**src/rtl/copro_pkg.sv**
```systemverilog
package copro_pkg;
   typedef enum logic [2:0] {
      CX_NOP     = 3'd0,
      CX_CFG     = 3'd1,
      CX_PUT     = 3'd2,
      CX_GET     = 3'd3,
      CX_GO      = 3'd4,
      CX_SAVE    = 3'd5,
      CX_RESTORE = 3'd6
   } cx_op_e;
endpackage

```
**src/rtl/copro_cycle_ctr.sv**
```systemverilog
module copro_cycle_ctr #(
   parameter int CNT_W = 16
) (
   input  logic             clk,
   input  logic             rst_n,
   input  logic             load,
   input  logic [CNT_W-1:0] load_val,
   output logic [CNT_W-1:0] cnt,
   output logic             run
);
   always_ff @(posedge clk or negedge rst_n) begin
      if (!rst_n)
         cnt <= '0;
      else if (load)
         cnt <= load_val;
      else if (cnt != '0)
         cnt <= cnt - 1'b1;
   end

   assign run = (cnt != '0);
endmodule

```
**src/rtl/copro_cfg_timer.sv**
```systemverilog
module copro_cfg_timer #(
   parameter int LOAD_CYC = 16
) (
   input  logic clk,
   input  logic rst_n,
   input  logic start,
   output logic busy
);
   localparam int LD_W = $clog2(LOAD_CYC + 1);
   localparam logic [LD_W-1:0] LD_INIT = LD_W'(LOAD_CYC);

   logic [LD_W-1:0] left_q;

   always_ff @(posedge clk or negedge rst_n) begin
      if (!rst_n)
         left_q <= '0;
      else if (start)
         left_q <= LD_INIT;
      else if (left_q != '0)
         left_q <= left_q - 1'b1;
   end

   assign busy = (left_q != '0);
endmodule

```
**src/rtl/copro_issue.sv**
```systemverilog
module copro_issue
   import copro_pkg::*;
(
   input  logic       clk,
   input  logic       rst_n,
   input  logic       op_valid,
   input  logic [2:0] op_code,
   input  logic       op_interlock,
   input  logic       cfg_hit,
   input  logic       cnt_zero,
   input  logic       load_busy,
   output logic       stall,
   output logic       acc_cfg_miss,
   output logic       acc_put,
   output logic       acc_get,
   output logic       acc_go,
   output logic       acc_save,
   output logic       acc_restore
);
   cx_op_e op;
   logic   wait_q;
   logic   get_hold;
   logic   accept;

   assign op = cx_op_e'(op_code);

   always_comb begin
      get_hold     = op_valid && (op == CX_GET) && op_interlock && !cnt_zero;
      stall        = load_busy || (wait_q && !cnt_zero) || get_hold;
      accept       = op_valid && !stall;
      acc_cfg_miss = accept && (op == CX_CFG) && !cfg_hit;
      acc_put      = accept && (op == CX_PUT);
      acc_get      = accept && (op == CX_GET);
      acc_go       = accept && (op == CX_GO);
      acc_save     = accept && (op == CX_SAVE);
      acc_restore  = accept && (op == CX_RESTORE);
   end

   always_ff @(posedge clk or negedge rst_n) begin
      if (!rst_n)
         wait_q <= 1'b0;
      else if (acc_go)
         wait_q <= op_interlock;
      else if (acc_restore || cnt_zero)
         wait_q <= 1'b0;
   end
endmodule

```
**src/rtl/copro_seq_ctrl.sv**
```systemverilog
module copro_seq_ctrl #(
   parameter int DATA_W   = 32,
   parameter int CNT_W    = 16,
   parameter int CFG_W    = 4,
   parameter int LOAD_CYC = 16
) (
   input  logic              clk,
   input  logic              rst_n,
   input  logic              op_valid,
   input  logic [2:0]        op_code,
   input  logic              op_interlock,
   input  logic [DATA_W-1:0] op_data,
   input  logic [CFG_W-1:0]  op_cfg_id,
   input  logic              cfg_hit,
   output logic              cfg_fetch,
   output logic [CFG_W-1:0]  cfg_fetch_id,
   output logic              cfg_loading,
   output logic              array_wr,
   output logic [DATA_W-1:0] array_wdata,
   output logic              array_rd,
   input  logic [DATA_W-1:0] array_rdata,
   output logic              run_en,
   output logic              stall,
   output logic              proc_rvalid,
   output logic [DATA_W-1:0] proc_rdata
);
   if (CNT_W < 1 || CNT_W > DATA_W) begin : g_bad_cnt_w
      $error("CNT_W must lie between 1 and DATA_W");
   end
   if (LOAD_CYC < 1) begin : g_bad_load
      $error("LOAD_CYC must be at least 1");
   end
   if (CFG_W < 1) begin : g_bad_cfg_w
      $error("CFG_W must be at least 1");
   end

   logic              acc_cfg_miss, acc_put, acc_get, acc_go, acc_save, acc_restore;
   logic              ctr_load;
   logic [CNT_W-1:0]  cnt_q;
   logic [DATA_W-1:0] cnt_word;
   logic              rvalid_q;
   logic [DATA_W-1:0] rdata_q;

   copro_issue u_issue (
      .clk          (clk),
      .rst_n        (rst_n),
      .op_valid     (op_valid),
      .op_code      (op_code),
      .op_interlock (op_interlock),
      .cfg_hit      (cfg_hit),
      .cnt_zero     (!run_en),
      .load_busy    (cfg_loading),
      .stall        (stall),
      .acc_cfg_miss (acc_cfg_miss),
      .acc_put      (acc_put),
      .acc_get      (acc_get),
      .acc_go       (acc_go),
      .acc_save     (acc_save),
      .acc_restore  (acc_restore)
   );

   assign ctr_load = acc_go || acc_restore;

   copro_cycle_ctr #(.CNT_W(CNT_W)) u_ctr (
      .clk      (clk),
      .rst_n    (rst_n),
      .load     (ctr_load),
      .load_val (op_data[CNT_W-1:0]),
      .cnt      (cnt_q),
      .run      (run_en)
   );

   copro_cfg_timer #(.LOAD_CYC(LOAD_CYC)) u_cfg (
      .clk   (clk),
      .rst_n (rst_n),
      .start (acc_cfg_miss),
      .busy  (cfg_loading)
   );

   if (CNT_W == DATA_W) begin : g_cnt_full
      assign cnt_word = cnt_q;
   end else begin : g_cnt_ext
      assign cnt_word = {{(DATA_W-CNT_W){1'b0}}, cnt_q};
   end

   always_ff @(posedge clk or negedge rst_n) begin
      if (!rst_n) begin
         rvalid_q <= 1'b0;
         rdata_q  <= '0;
      end else begin
         rvalid_q <= acc_get || acc_save;
         if (acc_get)
            rdata_q <= array_rdata;
         else if (acc_save)
            rdata_q <= cnt_word;
      end
   end

   assign cfg_fetch    = acc_cfg_miss;
   assign cfg_fetch_id = op_cfg_id;
   assign array_wr     = acc_put;
   assign array_wdata  = op_data;
   assign array_rd     = acc_get;
   assign proc_rvalid  = rvalid_q;
   assign proc_rdata   = rdata_q;
endmodule

```
**config.mk**
```make
export PLATFORM = sky130hd
export DESIGN_NAME = copro_seq_ctrl
export DESIGN_NICKNAME = d
export VERILOG_FILES = /design/src/rtl/copro_pkg.sv /design/src/rtl/copro_cycle_ctr.sv /design/src/rtl/copro_cfg_timer.sv /design/src/rtl/copro_issue.sv /design/src/rtl/copro_seq_ctrl.sv
export SDC_FILE = /design/constraint.sdc
export NUM_CORES = 1
export LEC_CHECK = 0
export BUFFER_PORTS_ARGS = -buffer_cell sky130_fd_sc_hd__buf_2
export CORE_ASPECT_RATIO = 1.2
export CORE_MARGIN = 1
export CORE_UTILIZATION = 38
export CTS_CLUSTER_DIAMETER = 30
export CTS_CLUSTER_SIZE = 12
export DETAILED_ROUTE_END_ITERATION = 12
export PLACE_DENSITY = 0.75
export SLEW_MARGIN = 10
export SYNTH_ARGS = -nofsm -noshare
export SYNTH_HDL_FRONTEND = slang
export SYNTH_SLANG_ARGS = --single-unit
```
**constraint.sdc**
```tcl
create_clock -name clk -period 2.9 [get_ports clk]
set_clock_uncertainty 0.15 [all_clocks]
set_input_delay 0.435 -clock clk [delete_from_list [all_inputs] [get_ports clk]]
set_output_delay 0.435 -clock clk [all_outputs]
set_load 0.05 [all_outputs]
```
# After elaboration in Yosys (flattened, before gate mapping)
# Index checks and enable logic that the tools add are counted.
# Widths: inputs -> output; s select.
totals:
  reg_bits: 55
  output_inout_bits: 75
  wordCells: 47
  input_bits: 76
op_classes:
  n_eq_ne: 6
  n_reduce_logical: 26
  n_mux: 8
  addsub: 2
op_table:
  columns: ["operator", "n"]
  rows:
  - ["$mux 32", 2]
  - ["$mux 16", 2]
  - ["$reduce_bool 16->1", 1]
  - ["$sub 16x1->16 const B", 1]
  - ["$logic_and 1x1->1", 12]
  - ["$mux 5", 2]
  - ["$eq 3x3->1 const B", 3]
  - ["$reduce_bool 2->1", 4]
  - ["$eq 3x2->1 const B", 2]
  - ["$logic_or 1x1->1", 5]
  - ["$reduce_bool 5->1", 1]
  - ["$sub 5x1->5 const B", 1]
  - ["$eq 3x1->1 const B", 1]
  - ["$logic_not 1->1", 3]
  - ["$mux 1", 2]

# Logic depth before layout (Yosys ltp)
logic_depth:
  depth_word: 11
  depth_mapped: 9
  depth_no_buf: 8

# Hierarchy
# A second synthesis with hierarchy kept.
hier_totals:
  hier_cells: 295
  area_unflattened_um2: 3070.4
modules_own_cells:
  columns: ["mod", "seq_area_each_um2", "area_each_um2", "n_inst", "cells_each"]
  rows:
  - ["copro_seq_ctrl", 825.8, 1644.1, 1, 145]
  - ["copro_cycle_ctr", 400.4, 1007.2, 1, 105]
  - ["copro_cfg_timer", 125.1, 261.5, 1, 25]
  - ["copro_issue", 25.0, 157.7, 1, 20]

# Worst setup path after synthesis
# No wires, ideal clock.
synth_path:
  path_type: "register to output"
  start: "register u_ctr.cnt[0]"
  end: "output cfg_fetch"
  path_buffers: 0
  t_arrival_ns: 3.352
  path_stages_with_launch: 8
  required_time_ns: 2.315
  slack_ns: -1.037
  cell_sequence: "dfrtp_1 > inv_1 > ha_1 > or3b_4 > or4b_4 > o21ai_0 > nand2b_1 > nor4_1"
synth_between:
  elab_chain_len: 8
  word_cells_on_any_way: 9
synth_lines:
  columns: ["element", "line", "source"]
  rows:
  - ["start, declared", "copro_cycle_ctr.sv:8", "output logic [CNT_W-1:0] cnt,"]
  - ["start signal, assigned", "copro_cycle_ctr.sv:15", "cnt <= load_val;"]
  - ["start signal, assigned", "copro_cycle_ctr.sv:17", "cnt <= cnt - 1'b1;"]
  - ["$reduce_bool 16->1 *", "copro_cycle_ctr.sv:20", "assign run = (cnt != '0);"]
  - ["$logic_and 1x1->1", "copro_issue.sv:29", "stall = load_busy || (wait_q && !cnt_zero) || get_hold;"]
  - ["$logic_or 1x1->1", "copro_issue.sv:29", null]
  - ["$logic_or 1x1->1 *", "copro_issue.sv:29", null]
  - ["$logic_not 1->1 *", "copro_issue.sv:30", "accept = op_valid && !stall;"]
  - ["$logic_and 1x1->1 *", "copro_issue.sv:30", null]
  - ["$logic_and 1x1->1 * (2 in series)", "copro_issue.sv:31", "acc_cfg_miss = accept && (op == CX_CFG) && !cfg_hit;"]
  - ["end, declared", "copro_seq_ctrl.sv:15", "output logic cfg_fetch,"]
# Every way passes the cells marked *; elsewhere a longest branch is shown, timed or not.

# Worst setup path in the final report
layout_path:
  start: "register u_ctr.cnt[0]"
  end: "output array_wr"
layout_between:
  elab_chain_len: 7
  word_cells_on_any_way: 8
layout_lines:
  columns: ["element", "line", "source"]
  rows:
  - ["$reduce_bool 16->1 *", "copro_cycle_ctr.sv:20", null]
  - ["$logic_and 1x1->1", "copro_issue.sv:29", null]
  - ["$logic_or 1x1->1", "copro_issue.sv:29", null]
  - ["$logic_or 1x1->1 *", "copro_issue.sv:29", null]
  - ["$logic_not 1->1 *", "copro_issue.sv:30", null]
  - ["$logic_and 1x1->1 *", "copro_issue.sv:30", null]
  - ["$logic_and 1x1->1 *", "copro_issue.sv:32", "acc_put = accept && (op == CX_PUT);"]
  - ["end, declared", "copro_seq_ctrl.sv:18", "output logic array_wr,"]
# Marked as above.

==> summary.md <==
| Metric | Value |
|---|---|
| Status | `complete, but fails checks` |
| Yosys top cell area share | `0.399` |
| CP startpoint kind | `flop` |
| Endpoints failing setup | `5` |
| Flop2flop setup slack | `between 100 and 150 ps` |
| Ys Warns | `0` |
| Hold WC Path Type | `input port to asynchronous set/reset pin` |
| Syn_area_per_cell | `roughly 9 sq um` |
| Slew @ Worst Pin | `between 700 and 800 ps` |
| Top-count cell post-synth | `dfrtp_1` |
| RSZ-0062 raised after global routing | `true` |
| Number of H-tree levels | `2` |
| RePlAce Congestion | `between 0.9 and 1` |
| Vias in the first global route | `a little under 3000` |
| Worst hold slack | `between 4 and 5 ps` |
| Post-Route WL | `9020 um` |
| Fill cells | `~830` |
| Clock-pin transition on the worst setup and hold timing paths | `between 100 and 150 ps` |
| Synth Instances | `roughly 380` |
| Arrival @ worst endpoint | `2610 ps` |
| Pwr/cell area | `approximately 330 nW/um^2` |
| I/O pins | `roughly 150` |
| Die ar. | `approximately 9500 sq um` |
| FF-to-FF Start | `u_ctr.cnt[0]$_DFFE_PN0P_` |
| PortBufs | `110` |
| Register Area | `about 1400 sq um` |
| R2R depth | `8` |
| Largest net degree at the start of global routing | `41` |
| Worst Path Max Fanout | `3` |
| WP data required | `2320 ps` |
| Placement Rows | `37` |
| Root Buffer | `clkbuf_8` |
| GRT met1 Usage | `0.235` |
| Maximum VDD drop | `171 uV` |
| Share of layout cells above drive strength 1 | `0.384` |
| Synth-to-layout area growth | `23.5%` |
| # clock sinks | `55` |
| Iteration-0 DRC Markers | `approximately 170` |
| CTS Buffer Depth | `2` |
| Gr ovfl total | `0` |
| Relative slew margins | `0.481` |
| Placed cells | `approximately 580` |
| LEAKAGE | `around 2.2 nW` |
| Top cell type by total area after synthesis | `dfrtp_1` |
| F_max | `313 MHz` |
| Final period util | `1.10` |
| Wirelength per Cell | `roughly 15 um` |
| CTS tree | `yes` |
| Mapped cell area | `3450 sq um` |
| Die span in x | `~90 um` |
| Prevailing post-synth register cell | `dfrtp_1` |
| Tmin final | `between 3000 and 4000 ps` |
| Global route hottest layer | `met2` |
| Final setup margin | `-300 ps` |
| Met2 Resource Use GR | `0.331` |
| Crit path launch | `u_ctr.cnt[0]$_DFFE_PN0P_` |
| Post-DP Area | `4030 sq um` |
| Initial antenna violation count | `0` |
| Setup crit end kind | `output port` |
| Max Cap Viol | `0` |
| Register area share after synthesis | `0.399` |
| Vias | `~3200` |
| Ant diodes | `0` |
| Async SR Flop Fraction | `1.00` |
| First-pass GRT wire length | `about 14000 um` |
| Fin. Hold Viols | `0` |
| Post-Layout Cell Count | `between 500 and 600` |
| CP Class | `flop to output port` |
| Initial Utilization | `0.396` |
| Setup Total Neg Slack | `-1050 ps` |
| Worst Setup EP | `array_wr` |
| Footprint of the multi-input gates | `around 1700 sq um` |
| Final instance area | `about 4300 sq um` |
| Clock latency on the worst-skew pair | `320 ps` |
| Global Route met3 Usage | `0.0342` |
| Yosys reg bits | `55` |
| Hold buffers post-CTS | `0` |
| Count of cell types in the netlist | `52` |
| Drt pass-1 iters | `4` |
| Top cells by count, synth | `55 x dfrtp_1, 40 x buf_4, 33 x nand2_1` |
| Nets | `approximately 560` |
| Detailed placement HPWL | `slightly below 7000 um` |
| Antenna Nets Post-Route | `0` |
| GRT Total Usage | `0.191` |
| Area contributors post-synth | `dfrtp_1 40%, buf_4 8.7%, a32oi_1 4.6%` |
| Post-Syn Nets | `around 460` |
| Core Footprint | `8700 sq um` |
| Die span in y | `between 100 and 150 um` |
| Vias per cell | `between 5 and 6` |
| Failing checks | `setup timing` |
| Num CTS Buffers | `5` |
| DR DRC count | `0` |
| R2r endpoint | `u_cfg.left_q[4]$_DFFE_PN0P_` |
| EDFF count, synth | `0` |
| Final Max Slew Viols | `0` |
==> power breakdown <==
group	internal, mW	total (mW)	leakage (nW)	switching, mW
clock network	0.178	0.454	0.0491	0.275
logic	0.0494	0.164	1.42	0.115
registers	0.766	0.766	0.702	0
total	0.994	1.38	2.17	0.390
==> layer usage <==
| layer | wire, um | part of all wire |
|---|---|---|
| met4 | 174 | 0.019 |
| met1 | 3870 | 0.43 |
| met5 | 0 | 0 |
| met3 | 515 | 0.057 |
| met2 | 4460 | 0.49 |
==> worst max-delay path: stages (launching register included) <==
cell and delay (ps):
dfrtp_1 410, inv_2 90, ha_4 130, or3b_4 370
or4b_4 580, nor2_4 160, inv_6 40, a2111oi_4 290
buf_6 200
==> state kept, by name, indices dropped and copies added, names as in the netlist <==
| signal | cells |
|---|---|
| proc_rdata | 32 |
| proc_rvalid | 1 |
| u_cfg.left_q | 5 |
| u_ctr.cnt | 16 |
| u_issue.wait_q | 1 |
==> final cells by class <==
type                    instances  area share
flip-flops and latches         55       0.323
multi-input cells             256       0.402
inverters                      12      0.0118
clock buffers                   5      0.0162
clock inverters                 3     0.00617
repair buffers                146       0.206
well taps                     117      0.0344
==> how the worst min path moves through the flow <==
stage | from | endpoint | cells past startpoint
floorplan | rst_n | proc_rdata[0]$_DFFE_PN0P_ | 0
global placement | proc_rdata[16]$_DFFE_PN0P_ | proc_rdata[16]$_DFFE_PN0P_ | 2
detailed placement | proc_rdata[17]$_DFFE_PN0P_ | proc_rdata[17]$_DFFE_PN0P_ | 2
CTS | rst_n | u_ctr.cnt[13]$_DFFE_PN0P_ | 1
global route | rst_n | proc_rdata[13]$_DFFE_PN0P_ | 1
finish | rst_n | proc_rdata[10]$_DFFE_PN0P_ | 1
==> logic make-up (layout without fill, tap and decap cells) <==
family,Yosys count,in the layout,share of synthesized area
xor+xnor,10,10,0.0254
simple gates,132,132,0.207
flops,55,55,0.399
fa+ha+maj,4,4,0.0145
compound gates,105,105,0.210
buf+inv,71,166,0.128
mux,5,5,0.0156
==> placed cells by master (no fill, tap or decap), drive strengths merged, types with 3 or more instances in the layout <==
master,instances
a211o,10
nand3,13
ha,4
and3,9
dfrtp,55
nor2,30
xnor2,9
a31oi,9
a32oi,18
nand2,33
nor3,7
mux2,3
or3,6
nand2b,4
o21a,5
a21oi,14
o21ai,36
clkbuf,5
nor4,6
buf,146
nand3b,10
inv,14
==> per-stage QoR <==
step	setup slack, ps	power (mW)	util
finish	-300	1.38	0.489
global route	-386	1.45	0.489
CTS	-284	1.40	0.484
detailed placement	-125	0.946	0.463
global placement	-52.2	0.945	0.463
floorplan	-266	0.952	-
==> what timing repair did <==
item,CTS,global route
resized for setup,20,3
endpoints found under the setup margin,5,5
setup buffers,4,5
pin swaps,1,3
No activity file was read; power rests on OpenSTA's default activity.
